==> src/rtl/ep0_pkg.sv <==
package ep0_pkg;

  localparam logic [2:0] ADDR_STAT   = 3'd0;
  localparam logic [2:0] ADDR_ICLR   = 3'd1;
  localparam logic [2:0] ADDR_SETUP  = 3'd2;
  localparam logic [2:0] ADDR_RXDATA = 3'd3;
  localparam logic [2:0] ADDR_RXLEN  = 3'd4;
  localparam logic [2:0] ADDR_TXDATA = 3'd5;
  localparam logic [2:0] ADDR_CTRL   = 3'd6;

  // Bit positions in ICLR and CTRL
  localparam int ICLR_IRQ   = 0;
  localparam int ICLR_PROT  = 1;
  localparam int CTRL_TXRDY = 0;
  localparam int CTRL_RXCLR = 1;
  localparam int CTRL_XEND  = 2;

  typedef enum logic [2:0] {
    PH_IDLE,
    PH_SETUP,
    PH_OUT,
    PH_DROP,
    PH_INWAIT
  } phase_e;

  typedef struct packed {
    logic setupFlush;
    logic setupPush;
    logic setupRewind;
    logic setupPop;
    logic rxFlush;
    logic rxPush;
    logic rxPop;
    logic txFlush;
    logic txPush;
    logic txPop;
    logic txRewind;
  } dpStrobe_t;

endpackage

==> src/rtl/ep0_lbuf.sv <==
// Linear byte buffer: fill from zero, read forward, rewind or flush as a whole.
module ep0_lbuf #(
  parameter int DEPTH      = 64,
  parameter int CNT_W      = $clog2(DEPTH + 1),
  parameter bit COUNT_FILL = 1'b1  // 1: count = bytes written, 0: count = bytes unread
) (
  input  logic             clk,
  input  logic             rstN,
  input  logic             flush,
  input  logic             rewind,
  input  logic             push,
  input  logic             pop,
  input  logic [7:0]       din,
  output logic [7:0]       head,
  output logic [CNT_W-1:0] count
);
  localparam int AW = (DEPTH > 1) ? $clog2(DEPTH) : 1;

  logic [7:0]       mem [DEPTH];
  logic [CNT_W-1:0] wrPtr;
  logic [CNT_W-1:0] rdPtr;
  logic             canPush;

  assign canPush = push && (wrPtr < CNT_W'(DEPTH));

  always_ff @(posedge clk or negedge rstN) begin
    if (!rstN) begin
      wrPtr <= '0;
      rdPtr <= '0;
    end else if (flush) begin
      wrPtr <= '0;
      rdPtr <= '0;
    end else begin
      if (canPush) wrPtr <= wrPtr + 1'b1;
      if (rewind) rdPtr <= '0;
      else if (pop && (rdPtr < wrPtr)) rdPtr <= rdPtr + 1'b1;
    end
  end

  always_ff @(posedge clk) begin
    if (canPush && !flush) mem[wrPtr[AW-1:0]] <= din;
  end

  assign head = mem[rdPtr[AW-1:0]];

  generate
    if (COUNT_FILL) begin : g_fill
      assign count = wrPtr;
    end else begin : g_level
      assign count = wrPtr - rdPtr;
    end
  endgenerate

endmodule

==> src/rtl/ep0_dp.sv <==
// Datapath: request buffer, receive buffer, transmit buffer.
module ep0_dp
  import ep0_pkg::*;
#(
  parameter int FIFO_DEPTH = 64,
  parameter int SETUP_LEN  = 8,
  parameter int LEN_W      = $clog2(FIFO_DEPTH + 1),
  parameter int SCNT_W     = $clog2(SETUP_LEN + 1)
) (
  input  logic              clk,
  input  logic              rstN,
  input  dpStrobe_t         st,
  input  logic [7:0]        rxData,
  input  logic [7:0]        cpuWdata,
  output logic [7:0]        setupByte,
  output logic [SCNT_W-1:0] setupCnt,
  output logic [7:0]        rxHead,
  output logic [LEN_W-1:0]  rxLevel,
  output logic [7:0]        txHead,
  output logic [LEN_W-1:0]  txLen
);

  ep0_lbuf #(.DEPTH(SETUP_LEN), .CNT_W(SCNT_W), .COUNT_FILL(1'b1)) u_setupBuf (
    .clk    (clk),
    .rstN   (rstN),
    .flush  (st.setupFlush),
    .rewind (st.setupRewind),
    .push   (st.setupPush),
    .pop    (st.setupPop),
    .din    (rxData),
    .head   (setupByte),
    .count  (setupCnt)
  );

  ep0_lbuf #(.DEPTH(FIFO_DEPTH), .CNT_W(LEN_W), .COUNT_FILL(1'b0)) u_rxBuf (
    .clk    (clk),
    .rstN   (rstN),
    .flush  (st.rxFlush),
    .rewind (1'b0),
    .push   (st.rxPush),
    .pop    (st.rxPop),
    .din    (rxData),
    .head   (rxHead),
    .count  (rxLevel)
  );

  ep0_lbuf #(.DEPTH(FIFO_DEPTH), .CNT_W(LEN_W), .COUNT_FILL(1'b1)) u_txBuf (
    .clk    (clk),
    .rstN   (rstN),
    .flush  (st.txFlush),
    .rewind (st.txRewind),
    .push   (st.txPush),
    .pop    (st.txPop),
    .din    (cpuWdata),
    .head   (txHead),
    .count  (txLen)
  );

endmodule

==> src/rtl/ep0_ctl.sv <==
// Control: transaction phase, direction flags, handshakes, register decode.
module ep0_ctl
  import ep0_pkg::*;
#(
  parameter int SETUP_LEN = 8,
  parameter int LEN_W     = 7,
  parameter int SCNT_W    = $clog2(SETUP_LEN + 1)
) (
  input  logic              clk,
  input  logic              rstN,
  input  logic              tokSetup,
  input  logic              tokIn,
  input  logic              tokOut,
  input  logic              rxValid,
  input  logic              rxEop,
  input  logic              txPop,
  input  logic              hostAck,
  input  logic              cpuWe,
  input  logic              cpuRe,
  input  logic [2:0]        cpuAddr,
  input  logic [7:0]        cpuWdata,
  input  logic [SCNT_W-1:0] setupCnt,
  input  logic [LEN_W-1:0]  rxLevel,
  input  logic [7:0]        setupByte,
  input  logic [7:0]        rxHead,
  output dpStrobe_t         st,
  output logic              hsValid,
  output logic              hsNak,
  output logic              setupIrq,
  output logic              prot,
  output logic              rxFull,
  output logic              txReady,
  output logic [7:0]        cpuRdata
);

  phase_e           phase;
  logic             ctrlActive;
  logic [LEN_W-1:0] rxLen;

  logic wrIclr, wrCtrl, wrTx, rdSetup, rdRx;
  logic dataEop, setupDone, setupGood, outDone, inAck;

  assign wrIclr  = cpuWe && (cpuAddr == ADDR_ICLR);
  assign wrCtrl  = cpuWe && (cpuAddr == ADDR_CTRL);
  assign wrTx    = cpuWe && (cpuAddr == ADDR_TXDATA);
  assign rdSetup = cpuRe && (cpuAddr == ADDR_SETUP);
  assign rdRx    = cpuRe && (cpuAddr == ADDR_RXDATA) && rxFull;

  assign dataEop   = rxEop && (phase == PH_SETUP || phase == PH_OUT || phase == PH_DROP);
  assign setupDone = rxEop && (phase == PH_SETUP);
  assign setupGood = setupDone && (setupCnt == SCNT_W'(SETUP_LEN));
  assign outDone   = rxEop && (phase == PH_OUT);
  assign inAck     = hostAck && (phase == PH_INWAIT);

  always_comb begin
    st             = '0;
    st.setupFlush  = tokSetup;
    st.setupPush   = rxValid && (phase == PH_SETUP);
    st.setupRewind = setupDone || (wrIclr && !cpuWdata[ICLR_PROT]);
    st.setupPop    = rdSetup;
    st.rxFlush     = tokSetup || (wrCtrl && cpuWdata[CTRL_RXCLR]) || (tokOut && !rxFull);
    st.rxPush      = rxValid && (phase == PH_OUT);
    st.rxPop       = rdRx;
    st.txFlush     = tokSetup || inAck;
    st.txPush      = wrTx;
    st.txPop       = txPop && (phase == PH_INWAIT);
    st.txRewind    = tokIn;
  end

  always_ff @(posedge clk or negedge rstN) begin
    if (!rstN) begin
      phase      <= PH_IDLE;
      ctrlActive <= 1'b0;
      setupIrq   <= 1'b0;
      prot       <= 1'b0;
      rxFull     <= 1'b0;
      txReady    <= 1'b0;
      rxLen      <= '0;
      hsValid    <= 1'b0;
      hsNak      <= 1'b0;
    end else begin
      // transaction phase
      if (tokSetup)                phase <= PH_SETUP;
      else if (tokOut)             phase <= rxFull ? PH_DROP : PH_OUT;
      else if (tokIn)              phase <= txReady ? PH_INWAIT : PH_IDLE;
      else if (dataEop || inAck)   phase <= PH_IDLE;

      // handshake decision
      hsValid <= tokIn || dataEop;
      hsNak   <= tokIn ? !txReady : (dataEop && (phase == PH_DROP));

      // request tracking
      if (setupGood)                                  ctrlActive <= 1'b1;
      else if (wrCtrl && cpuWdata[CTRL_XEND])         ctrlActive <= 1'b0;

      if (setupGood)                                  setupIrq <= 1'b1;
      else if (wrIclr && !cpuWdata[ICLR_IRQ])         setupIrq <= 1'b0;

      if (tokSetup && ctrlActive)                     prot <= 1'b1;
      else if (wrIclr && !cpuWdata[ICLR_PROT])        prot <= 1'b0;

      // receive side
      if (tokSetup)                                   rxFull <= 1'b0;
      else if (wrCtrl && cpuWdata[CTRL_RXCLR])        rxFull <= 1'b0;
      else if (outDone && (rxLevel != '0))            rxFull <= 1'b1;
      else if (rdRx && (rxLevel == LEN_W'(1)))        rxFull <= 1'b0;

      if (tokSetup)                                   rxLen <= '0;
      else if (outDone)                               rxLen <= rxLevel;

      // transmit side
      if (tokSetup || inAck)                          txReady <= 1'b0;
      else if (wrCtrl && cpuWdata[CTRL_TXRDY])        txReady <= 1'b1;
    end
  end

  always_comb begin
    case (cpuAddr)
      ADDR_STAT:   cpuRdata = {4'b0, txReady, rxFull, prot, setupIrq};
      ADDR_SETUP:  cpuRdata = setupByte;
      ADDR_RXDATA: cpuRdata = rxHead;
      ADDR_RXLEN:  cpuRdata = 8'(rxLen);
      default:     cpuRdata = 8'h00;
    endcase
  end

endmodule

==> src/rtl/ep0_ctrl_buf.sv <==
// Endpoint-zero control buffer manager, top level.
module ep0_ctrl_buf
  import ep0_pkg::*;
#(
  parameter int FIFO_DEPTH = 64,
  parameter int SETUP_LEN  = 8,
  parameter int LEN_W      = $clog2(FIFO_DEPTH + 1)
) (
  input  logic             clk,
  input  logic             rstN,
  input  logic             tokSetup,
  input  logic             tokIn,
  input  logic             tokOut,
  input  logic             rxValid,
  input  logic [7:0]       rxData,
  input  logic             rxEop,
  input  logic             txPop,
  input  logic             hostAck,
  output logic             hsValid,
  output logic             hsNak,
  output logic [7:0]       txData,
  output logic [LEN_W-1:0] txLen,
  input  logic             cpuWe,
  input  logic             cpuRe,
  input  logic [2:0]       cpuAddr,
  input  logic [7:0]       cpuWdata,
  output logic [7:0]       cpuRdata,
  output logic             setupIrq
);
  localparam int SCNT_W = $clog2(SETUP_LEN + 1);

  dpStrobe_t         st;
  logic [7:0]        setupByte;
  logic [SCNT_W-1:0] setupCnt;
  logic [7:0]        rxHead;
  logic [LEN_W-1:0]  rxLevel;
  logic              prot;
  logic              rxFull;
  logic              txReady;

  ep0_ctl #(.SETUP_LEN(SETUP_LEN), .LEN_W(LEN_W), .SCNT_W(SCNT_W)) u_ctl (
    .clk       (clk),
    .rstN      (rstN),
    .tokSetup  (tokSetup),
    .tokIn     (tokIn),
    .tokOut    (tokOut),
    .rxValid   (rxValid),
    .rxEop     (rxEop),
    .txPop     (txPop),
    .hostAck   (hostAck),
    .cpuWe     (cpuWe),
    .cpuRe     (cpuRe),
    .cpuAddr   (cpuAddr),
    .cpuWdata  (cpuWdata),
    .setupCnt  (setupCnt),
    .rxLevel   (rxLevel),
    .setupByte (setupByte),
    .rxHead    (rxHead),
    .st        (st),
    .hsValid   (hsValid),
    .hsNak     (hsNak),
    .setupIrq  (setupIrq),
    .prot      (prot),
    .rxFull    (rxFull),
    .txReady   (txReady),
    .cpuRdata  (cpuRdata)
  );

  ep0_dp #(.FIFO_DEPTH(FIFO_DEPTH), .SETUP_LEN(SETUP_LEN), .LEN_W(LEN_W), .SCNT_W(SCNT_W)) u_dp (
    .clk       (clk),
    .rstN      (rstN),
    .st        (st),
    .rxData    (rxData),
    .cpuWdata  (cpuWdata),
    .setupByte (setupByte),
    .setupCnt  (setupCnt),
    .rxHead    (rxHead),
    .rxLevel   (rxLevel),
    .txHead    (txData),
    .txLen     (txLen)
  );

endmodule

==> config.mk <==
export PLATFORM = sky130hd
export DESIGN_NAME = ep0_ctrl_buf
export DESIGN_NICKNAME = d
export VERILOG_FILES = /design/src/rtl/ep0_pkg.sv /design/src/rtl/ep0_lbuf.sv /design/src/rtl/ep0_dp.sv /design/src/rtl/ep0_ctl.sv /design/src/rtl/ep0_ctrl_buf.sv
export SDC_FILE = /design/constraint.sdc
export NUM_CORES = 1
export LEC_CHECK = 0
export BUFFER_PORTS_ARGS = -buffer_cell sky130_fd_sc_hd__buf_2
export CORE_UTILIZATION = 35
export CTS_BUF_LIST = sky130_fd_sc_hd__clkbuf_8
export DETAILED_ROUTE_END_ITERATION = 10
export HOLD_SLACK_MARGIN = 0.05
export PLACE_DENSITY = 0.62
export SETUP_SLACK_MARGIN = 0.02
export SYNTH_ARGS = -nofsm -noshare
export SYNTH_HDL_FRONTEND = slang
export SYNTH_SLANG_ARGS = --single-unit
==> constraint.sdc <==
create_clock -name clk -period 2.9 [get_ports clk]
set_input_delay 0.58 -clock clk [delete_from_list [all_inputs] [get_ports clk]]
set_output_delay 0.58 -clock clk [all_outputs]
set_load 0.02 [all_outputs]
# Word-level counts from Yosys, hierarchy flattened
# Memory sizes are Yosys's and may differ from the RTL's.
# Index checks and enable logic that the tools add are counted.
# totals
ff_bits	53
ram_bits	1088
inputBits	30
out_inout_bits	26
elab_cells	148
n_memories	3
# classes
addsub	7
n_lt_le_gt_ge	6
n_eq_ne	12
n_mux	42
n_reduce_logical	63
# memory_table
name	words	width	rd	rd_ports_with_merged_regs	write_ports	line	rtl
u_dp.u_rxBuf.mem	64	8	1	0	1	ep0_lbuf.sv:19	logic [7:0] mem [DEPTH];
u_dp.u_txBuf.mem	64	8	1	0	1	ep0_lbuf.sv:19	
u_dp.u_setupBuf.mem	8	8	1	0	1	ep0_lbuf.sv:19	
# ops
op	count
$mux 7	11
$logic_and 1x1->1	33
$pmux 8 s4	1
$add 7x1->7 const B	4
$mux 1	20
$mux 4	5
$reduce_bool 2->1	9
$mux 3	5
$lt 7x7->1	2
$lt 7x7->1 const B	2
$eq 3x2->1 const B	4
$eq 3x3->1 const B	4
$add 4x1->4 const B	2
$logic_or 1x1->1	8
$reduce_bool 4->1	2
$eq 7x1->1 const B	1
$logic_not 1->1	7
$reduce_bool 7->1	1
$sub 7x7->7	1
$eq 3x1->1 const B	2
$reduce_bool 3->1	2
$eq 4x4->1 const B	1
$lt 4x4->1	1
$lt 4x4->1 const B	1
$logic_not 3->1	1

# Longest topological paths before layout
# Gate-level depths: netlist (run 1).
# logic_depth
word_depth	9
depth_mapped	11
ltp_nobuf	10

# Cells and area by module
# Synthesis (run 1) repeated with hierarchy kept, for this count alone.
# unflattened
hier_cells	2253
area_unflattened_um2	45593.7
# by_module_without_submodules
mod	instances	cells_each	area_each_um2	seq_area_each_um2
ep0_lbuf at u_dp.u_rxBuf	1	1016	20882.5	15725.1
ep0_lbuf at u_dp.u_txBuf	1	969	20586.0	15725.1
ep0_lbuf at u_dp.u_setupBuf	1	152	2985.4	2122.0
ep0_ctl	1	115	1136.1	425.4
ep0_dp	1	1	3.8	0.0

# Worst setup path before layout (run 1)
# Ideal clock, no wire load.
# synth_path
path_kind	register to output
from	register u_dp.u_txBuf.rdPtr[1]
to	output txData[3]
arrival_time_ns	2.292
required_ns	2.320
slack_ns	0.028
path_stages_with_launch	8
path_buffers	3
cell_sequence	dfrtp_1 -> clkbuf_1 -> buf_2 -> clkbuf_1 -> mux4_2 -> mux4_2 -> a22oi_1 -> o21ai_0
# synth_via
elab_chain_cells	1
# synth_rtl
item	line	rtl
start: declaration	ep0_lbuf.sv:21	logic [CNT_W-1:0] rdPtr;
start signal: assignment	ep0_lbuf.sv:36	else if (pop && (rdPtr < wrPtr)) rdPtr <= rdPtr + 1'b1;
$mem_v2 64x8	n/a	
end: declaration	ep0_ctrl_buf.sv:21	output logic [7:0] txData,
# No other way between the ends.

# Worst setup path after layout (run 1)
# layout_path
from	register u_dp.u_rxBuf.rdPtr[0]
to	output cpuRdata[1]
# layout_via
elab_chain_cells	2
# layout_rtl
item	line	rtl
start: declaration	ep0_lbuf.sv:21	
start signal: assignment	ep0_lbuf.sv:36	
$mem_v2 64x8	n/a	
$pmux 8 s4	ep0_ctl.sv:118	case (cpuAddr)
end: declaration	ep0_ctrl_buf.sv:27	output logic [7:0] cpuRdata,
# No other way between the ends.

==> results.sh, run 1 <==
export IMPL_seq_area_frac_synth_pct=74.88
export IMPL_cellPowerDensity_nw_per_um2=569.2
export IMPL_fin_crit_ns=4.054
export IMPL_fmax_mhz=246.7
export IMPL_drv_cap=0
export IMPL_clk_path_buf_depth=3
export IMPL_setup_viol=16
export IMPL_dp_hpwl_um=72990
export IMPL_first_global_vias=25230
export IMPL_syn_area_um2=45400
export IMPL_start_util_pct=35.42
export IMPL_slew_viol_final=0
export IMPL_synth_seq_cells=1141
export IMPL_post_drt_wl_per_cell_um=24.61
export IMPL_dr_pass1_iters=6
export IMPL_cts_tree="built"
export IMPL_final_area_um2=54950
export IMPL_syn_to_final_growth_pct=21.04
export IMPL_antenna_left=0
export IMPL_violations="setup timing"
export IMPL_nNetsFinal=2816
export IMPL_vias=24403
export IMPL_layout_drive_gt1_share_pct=36.52
export IMPL_synth_edf_count=1088
export IMPL_skew_ns=0.05210
export IMPL_grt_max_degree=73
export IMPL_cp_start_kind="register"
export IMPL_numClockSinks=1141
export IMPL_hold_path_class="in2reg"
export IMPL_synth_async_sr_flop_share_pct=4.645
export IMPL_p_leak_nw=17.76
export IMPL_clkSlewWorstSetupHoldPaths_ns=0.07
export IMPL_clock_root_buffer="clkbuf_8"
export IMPL_first_iter_violations=2452
export IMPL_drcViolationCount=0
export IMPL_worst_path_most_repeated_cell="mux4_2"
export IMPL_core_area_um2=128200
export IMPL_clkLatencyLatePin_ns=0.86
export IMPL_fillers=11005
export IMPL_syn_avg_cell_area_um2=20.33
export IMPL_die_h_um=362.2
export IMPL_path_class="reg2out"
export IMPL_crit_fanout=7
export IMPL_wl_um=113800
export IMPL_syn_inst=2233
export IMPL_die_area_um2=131200
export IMPL_critPathMaxStageDelay_ns=0.54
export IMPL_gr_total_overflow=0
export IMPL_netlist_area_leader_share_pct=71.96
export IMPL_path_cells="buf_12 > buf_16 > mux4_2 > mux4_2 > a22oi_2 > o211ai_1 > buf_4"
export IMPL_routed_via_density=5.276
export IMPL_grt_pass1_wl_um=167900
export IMPL_required_ns=2.32
export IMPL_crit_slowest_cell="mux4_2"
export IMPL_ys_warn_count=0
export IMPL_fin_tns_setup_ns=-16.40
export IMPL_die_w_um=362.2
export IMPL_irDropWorstVdd_mv=0.4362
export IMPL_relSlewSlack_pct=36.40
export IMPL_power_mw=31.28
export IMPL_crit_arrival_ns=3.47
export IMPL_utilization_pct=42.87
export IMPL_worst_pin_slew_ns=0.9540
export IMPL_synth_area_leaders="edfxtp_1 72%, mux4_2 15%, dfrtp_1 2.9%"
export IMPL_yosys_area_top_type="edfxtp_1"
export IMPL_port_buffers=55
export IMPL_cts_htree_levels=4
export IMPL_synthFlopType="edfxtp_1"
export IMPL_antenna_found_initial=4
export IMPL_syn_nets=2287
export IMPL_synth_commonest_cells="1088 x edfxtp_1, 301 x mux4_2, 182 x nor2_1"
export IMPL_grt_use_total_pct=17.38
export IMPL_synth_distinct_cells=65
export IMPL_ios=56
export IMPL_end_kind="output port"
export IMPL_synth_most_common_cell="edfxtp_1"
export IMPL_min_period_over_period_pct=139.8
export IMPL_hold_viol=0
export IMPL_finalWeightedCongestion=0.8598
export IMPL_timing_final_ws_setup_ns=-1.154
export IMPL_cts_buffers=177
export IMPL_rsz0062_at_grt="true"
export IMPL_place_area_um2=50410
export IMPL_pre_cts_slack_ns=-0.4503
export IMPL_rows=131
export IMPL_status="finished with violations"
path summary, 6_finish.rpt:
kind | cells after the start | end | startpoint | slack (ns)
max reg2reg | 12 | u_ctl.rxFull | u_dp.u_rxBuf.rdPtr[0] | 0.01
max in group asynchronous | 3 | u_dp.u_rxBuf.rdPtr[1] | rstN | 2.30
min reg2reg | 2 | u_ctl.ctrlActive | u_ctl.ctrlActive | 0.50
min in group asynchronous | 3 | u_dp.u_setupBuf.rdPtr[1] | rstN | 0.27
min | 4 | u_ctl.setupIrq | cpuAddr[2] | 0.15
max | 7 | cpuRdata[1] | u_dp.u_rxBuf.rdPtr[0] | -1.15
logic make-up (layout without fill, tap and decap cells):
kind of cell    Yosys count  in the layout  synth area share, %
flops                  1141           1141                74.88
simple gates            394            394                3.938
mux                     368            368                16.43
compound gates          151            151                2.293
buf+inv                 135            796                1.394
fa+ha+maj                24             24               0.6780
xor+xnor                 20             20               0.3858
other cells               0              2                    0
layer usage:
metal / GRT usage, % / vias to the layer above / share of wire [%]
li1: - / 10295 / -
met1: 23.41 / 12863 / 41
met2: 28.01 / 1080 / 49
met3: 4.021 / 163 / 8.0
met4: 5.276 / 2 / 2.5
met5: 0 / - / 0.0088
per-stage QoR:
stage          hold WS [ns]  std cells
2_1_floorplan        0.2844       2233
3_3_place_gp         0.4676       4255
3_5_place_dp         0.4786       4255
4_1_cts             0.06572       4622
5_1_grt              0.1140       4624
6_report             0.1541       4625
worst max-delay path, delay by kind of cell, from the launching register on:
family | cells | cell delay (ns)
AOI/OAI and AO/OA | 2 | 0.50
buffers and inverters | 3 | 0.54
DFF | 1 | 0.51
muxes | 2 | 1.05
final cells by class:
type	count	area, µm²	share of cell area, %
flip-flops and latches	1141	34020	61.90
multi-input cells	957	11060	20.13
repair buffers	460	4340	7.898
clock buffers	187	2574	4.683
well taps	1729	2163	3.937
clock inverters	124	695.7	1.266
inverters	25	96.34	0.1753
diodes	2	5.005	0.009107
sequential cells by signal, summed over array words and instances, names as in the netlist:
| register | cells |
|---|---|
| u_ctl.ctrlActive | 1 |
| u_ctl.hsNak | 1 |
| u_ctl.hsValid | 1 |
| u_ctl.phase | 3 |
| u_ctl.prot | 1 |
| u_ctl.rxFull | 1 |
| u_ctl.rxLen | 7 |
| u_ctl.setupIrq | 1 |
| u_ctl.txReady | 1 |
| u_dp.u_rxBuf.mem | 512 |
| u_dp.u_rxBuf.rdPtr | 7 |
| u_dp.u_rxBuf.wrPtr | 7 |
| u_dp.u_setupBuf.count | 4 |
| u_dp.u_setupBuf.mem | 64 |
| u_dp.u_setupBuf.rdPtr | 4 |
| u_dp.u_txBuf.count | 7 |
| u_dp.u_txBuf.mem | 512 |
| u_dp.u_txBuf.rdPtr | 7 |
power by group:
group / internal, mW / switching (mW) / total, mW
sequential: 18.1 / 0.0221 / 18.1
combinational: 0.133 / 0.432 / 0.565
clock: 6.48 / 6.15 / 12.6
total: 24.7 / 6.60 / 31.3
layout by cell type (no fill, tap or decap), types with 5 or more instances in the layout:
cell type / instances
dfrtp_1: 45
nand2b_1: 12
mux4_2: 301
and3_1: 7
edfxtp_1: 1088
buf_2: 39
buf_8: 6
o21ai_1: 9
mux2_2: 6
xnor2_1: 17
o221ai_1: 5
nand3_1: 29
ha_1: 22
bufinv_16: 6
clkinv_1: 48
clkbuf_8: 187
buf_6: 31
nand3b_1: 9
a22oi_1: 5
nor3_1: 19
nor2b_1: 11
buf_12: 43
inv_1: 68
buf_4: 323
mux2i_1: 58
a211oi_1: 12
or2_2: 5
nor2_1: 181
a21o_1: 7
nand4_1: 8
nand2_2: 10
a22oi_2: 16
o21ai_0: 8
or3_1: 15
clkinv_2: 16
buf_16: 12
a21oi_1: 26
o22ai_1: 8
nand2_1: 67
repair_timing:
| item | in CTS | in global routing |
|---|---|---|
| setup endpoints to repair | 18 | 20 |
| gates resized for setup | 142 | 27 |
| hold endpoints to repair | 59 | 0 |
| hold buffers | 4 | 0 |
| setup buffers | 42 | 8 |
| cloned | 11 | 2 |
| pin swaps | 45 | 31 |
(Power assumes the default switching activity.)
==> run 2: changes to the inputs <==
--- a/config.mk
+++ b/config.mk
@@ -11,7 +11,6 @@
 export DETAILED_ROUTE_END_ITERATION = 10
 export HOLD_SLACK_MARGIN = 0.05
 export PLACE_DENSITY = 0.62
-export SETUP_SLACK_MARGIN = 0.02
 export SYNTH_ARGS = -nofsm -noshare
 export SYNTH_HDL_FRONTEND = slang
 export SYNTH_SLANG_ARGS = --single-unit
==> results.sh, run 2 (same netlist as run 1, synthesis figures left out) <==
export IMPL_place_area_um2=50410
export IMPL_power_mw=31.30
export IMPL_first_iter_violations=2480
export IMPL_rsz0062_at_grt="true"
export IMPL_dr_pass1_iters=6
export IMPL_gr_total_overflow=0
export IMPL_rows=131
export IMPL_multi_input_area_um2=11150
export IMPL_clk_path_buf_depth=3
export IMPL_path_class="reg2out"
export IMPL_met2_usage_pct=28.00
export IMPL_power_frac_comb_pct=1.8
export IMPL_fin_crit_ns=4.038
export IMPL_start_util_pct=35.42
export IMPL_post_drt_wl_per_cell_um=24.59
export IMPL_pwr_share_clk_pct=40.4
export IMPL_cts_tree="built"
export IMPL_nNetsFinal=2826
export IMPL_pwr_share_seq_pct=57.8
export IMPL_drv_cap=0
export IMPL_violations="setup timing"
export IMPL_hold_viol=0
export IMPL_cp_buffers_inverters=3
export IMPL_vias=24349
export IMPL_grt_use_total_pct=17.38
export IMPL_setup_viol=16
export IMPL_end_kind="output port"
export IMPL_die_h_um=362.2
export IMPL_slew_viol_final=0
export IMPL_grt_use_met3_pct=4.021
export IMPL_crit_slowest_cell="mux4_2"
export IMPL_power_switching_mw=6.619
export IMPL_required_ns=2.32
export IMPL_top_usage_layer="met2"
export IMPL_hold_path_class="in2reg"
export IMPL_finalWeightedCongestion=0.8598
export IMPL_fmax_mhz=247.6
export IMPL_antenna_left=0
export IMPL_clkLatencyLatePin_ns=0.86
export IMPL_numClockSinks=1141
export IMPL_path_cells="buf_12 > buf_16 > mux4_2 > mux4_2 > a22oi_2 > o211ai_1 > buf_4"
export IMPL_syn_to_final_growth_pct=21.49
export IMPL_ios=56
export IMPL_cts_buffers=177
export IMPL_crit_fanout=7
export IMPL_status="finished with violations"
export IMPL_first_global_vias=25221
export IMPL_antenna_found_initial=4
export IMPL_grt_use_met1_pct=23.40
export IMPL_clock_root_buffer="clkbuf_8"
export IMPL_critical_path_top_delay_family="multiplexers"
export IMPL_p_int_mw=24.68
export IMPL_drcViolationCount=0
export IMPL_cp_start_kind="register"
export IMPL_wl_um=114000
export IMPL_relSlewSlack_pct=36.40
export IMPL_routed_via_density=5.253
export IMPL_worst_pin_slew_ns=0.9540
export IMPL_cellPowerDensity_nw_per_um2=567.4
export IMPL_fillers=10966
export IMPL_final_cell_mix="1088 x edfxtp_1, 326 x buf_4, 301 x mux4_2, 187 x clkbuf_8, 181 x nor2_1"
export IMPL_seqCellArea_um2=34020
export IMPL_die_area_um2=131200
export IMPL_timing_final_ws_setup_ns=-1.138
export IMPL_p_sw_share_pct=21.15
export IMPL_irDropWorstVdd_mv=0.4373
export IMPL_p_leak_nw=17.84
export IMPL_port_buffers=55
export IMPL_skew_ns=0.04962
export IMPL_min_period_over_period_pct=139.3
export IMPL_final_common_cell="edfxtp_1"
export IMPL_cts_htree_levels=4
export IMPL_core_area_um2=128200
export IMPL_dp_hpwl_um=72990
export IMPL_layout_drive_gt1_share_pct=37.09
export IMPL_grt_max_degree=73
export IMPL_clkSlewWorstSetupHoldPaths_ns=0.07
export IMPL_crit_arrival_ns=3.46
export IMPL_final_area_um2=55160
export IMPL_grt_pass1_wl_um=167900
export IMPL_die_w_um=362.2
export IMPL_worst_path_most_repeated_cell="mux4_2"
export IMPL_critPathMaxStageDelay_ns=0.54
run 2: power by group through the flow:
stage          logic (mW)  registers [mW]  clock network (mW)
6_report            0.566            18.1                12.6
5_1_grt             0.608            18.1                13.6
3_5_place_dp        0.554            18.4                   0
4_1_cts             0.570            18.1                12.9
3_3_place_gp        0.522            18.4                   0
2_1_floorplan       0.115            18.4                   0
run 2: what timing repair did:
action | in CTS | in global routing
hold buffers | 4 | 0
pin swaps | 45 | 34
gates cloned | 11 | 2
setup endpoints to repair | 18 | 20
hold endpoints to repair | 59 | 0
setup buffers | 41 | 17
gates resized for setup | 144 | 44
run 2: layout make-up:
cell class | instances | share of cell area, %
diodes | 2 | 0.009074
repair buffers | 470 | 8.069
multi-input cells | 957 | 20.22
clock inverters | 124 | 1.261
well taps | 1729 | 3.922
clock buffers | 187 | 4.666
inverters | 25 | 0.1792
flip-flops and latches | 1141 | 61.67
run 2: metal layers:
| layer | wire, µm | share of wire, % | vias up |
|---|---|---|---|
| met4 | 2877 | 2.5 | 2 |
| met2 | 55490 | 49 | 1010 |
| met1 | 46960 | 41 | 12868 |
| li1 | - | - | 10306 |
| met3 | 8650 | 7.6 | 163 |
| met5 | 10 | 0.0088 | - |
run 2: path summary, 6_finish.rpt:
check	cells after the start	startpoint	to	slack [ns]
worst min register to register	2	u_ctl.ctrlActive	u_ctl.ctrlActive	0.50
worst min-delay path	4	cpuAddr[2]	u_ctl.setupIrq	0.16
worst max register to register	12	u_dp.u_rxBuf.rdPtr[0]	u_ctl.rxFull	0.02
min in group asynchronous	3	rstN	u_dp.u_setupBuf.rdPtr[1]	0.28
worst max-delay path	7	u_dp.u_rxBuf.rdPtr[0]	cpuRdata[1]	-1.14
max in group asynchronous	3	rstN	u_dp.u_rxBuf.rdPtr[1]	2.31
run 2: worst register-to-register path, delay by kind of cell (launching register included):
kind,cells,cell delay (ns)
xor gates and xnor gates,1,0.20
AOI/OAI and AO/OA,5,1.13
buffers and inverters,4,0.42
DFF,1,0.52
adders and majority gates,2,0.47
run 2: stage by stage:
step	instances	hold slack (ns)	TNS (ns)	utilization, %	setup WS, ns
2_1_floorplan	2233	0.2844	0	-	0.02805
3_3_place_gp	4255	0.4676	-4.741	39.33	-0.4921
3_5_place_dp	4255	0.4786	-5.051	39.33	-0.4503
4_1_cts	4621	0.06572	-18.47	42.83	-1.255
5_1_grt	4634	0.1140	-18.26	43.03	-1.227
6_report	4635	0.1574	-16.45	43.03	-1.138
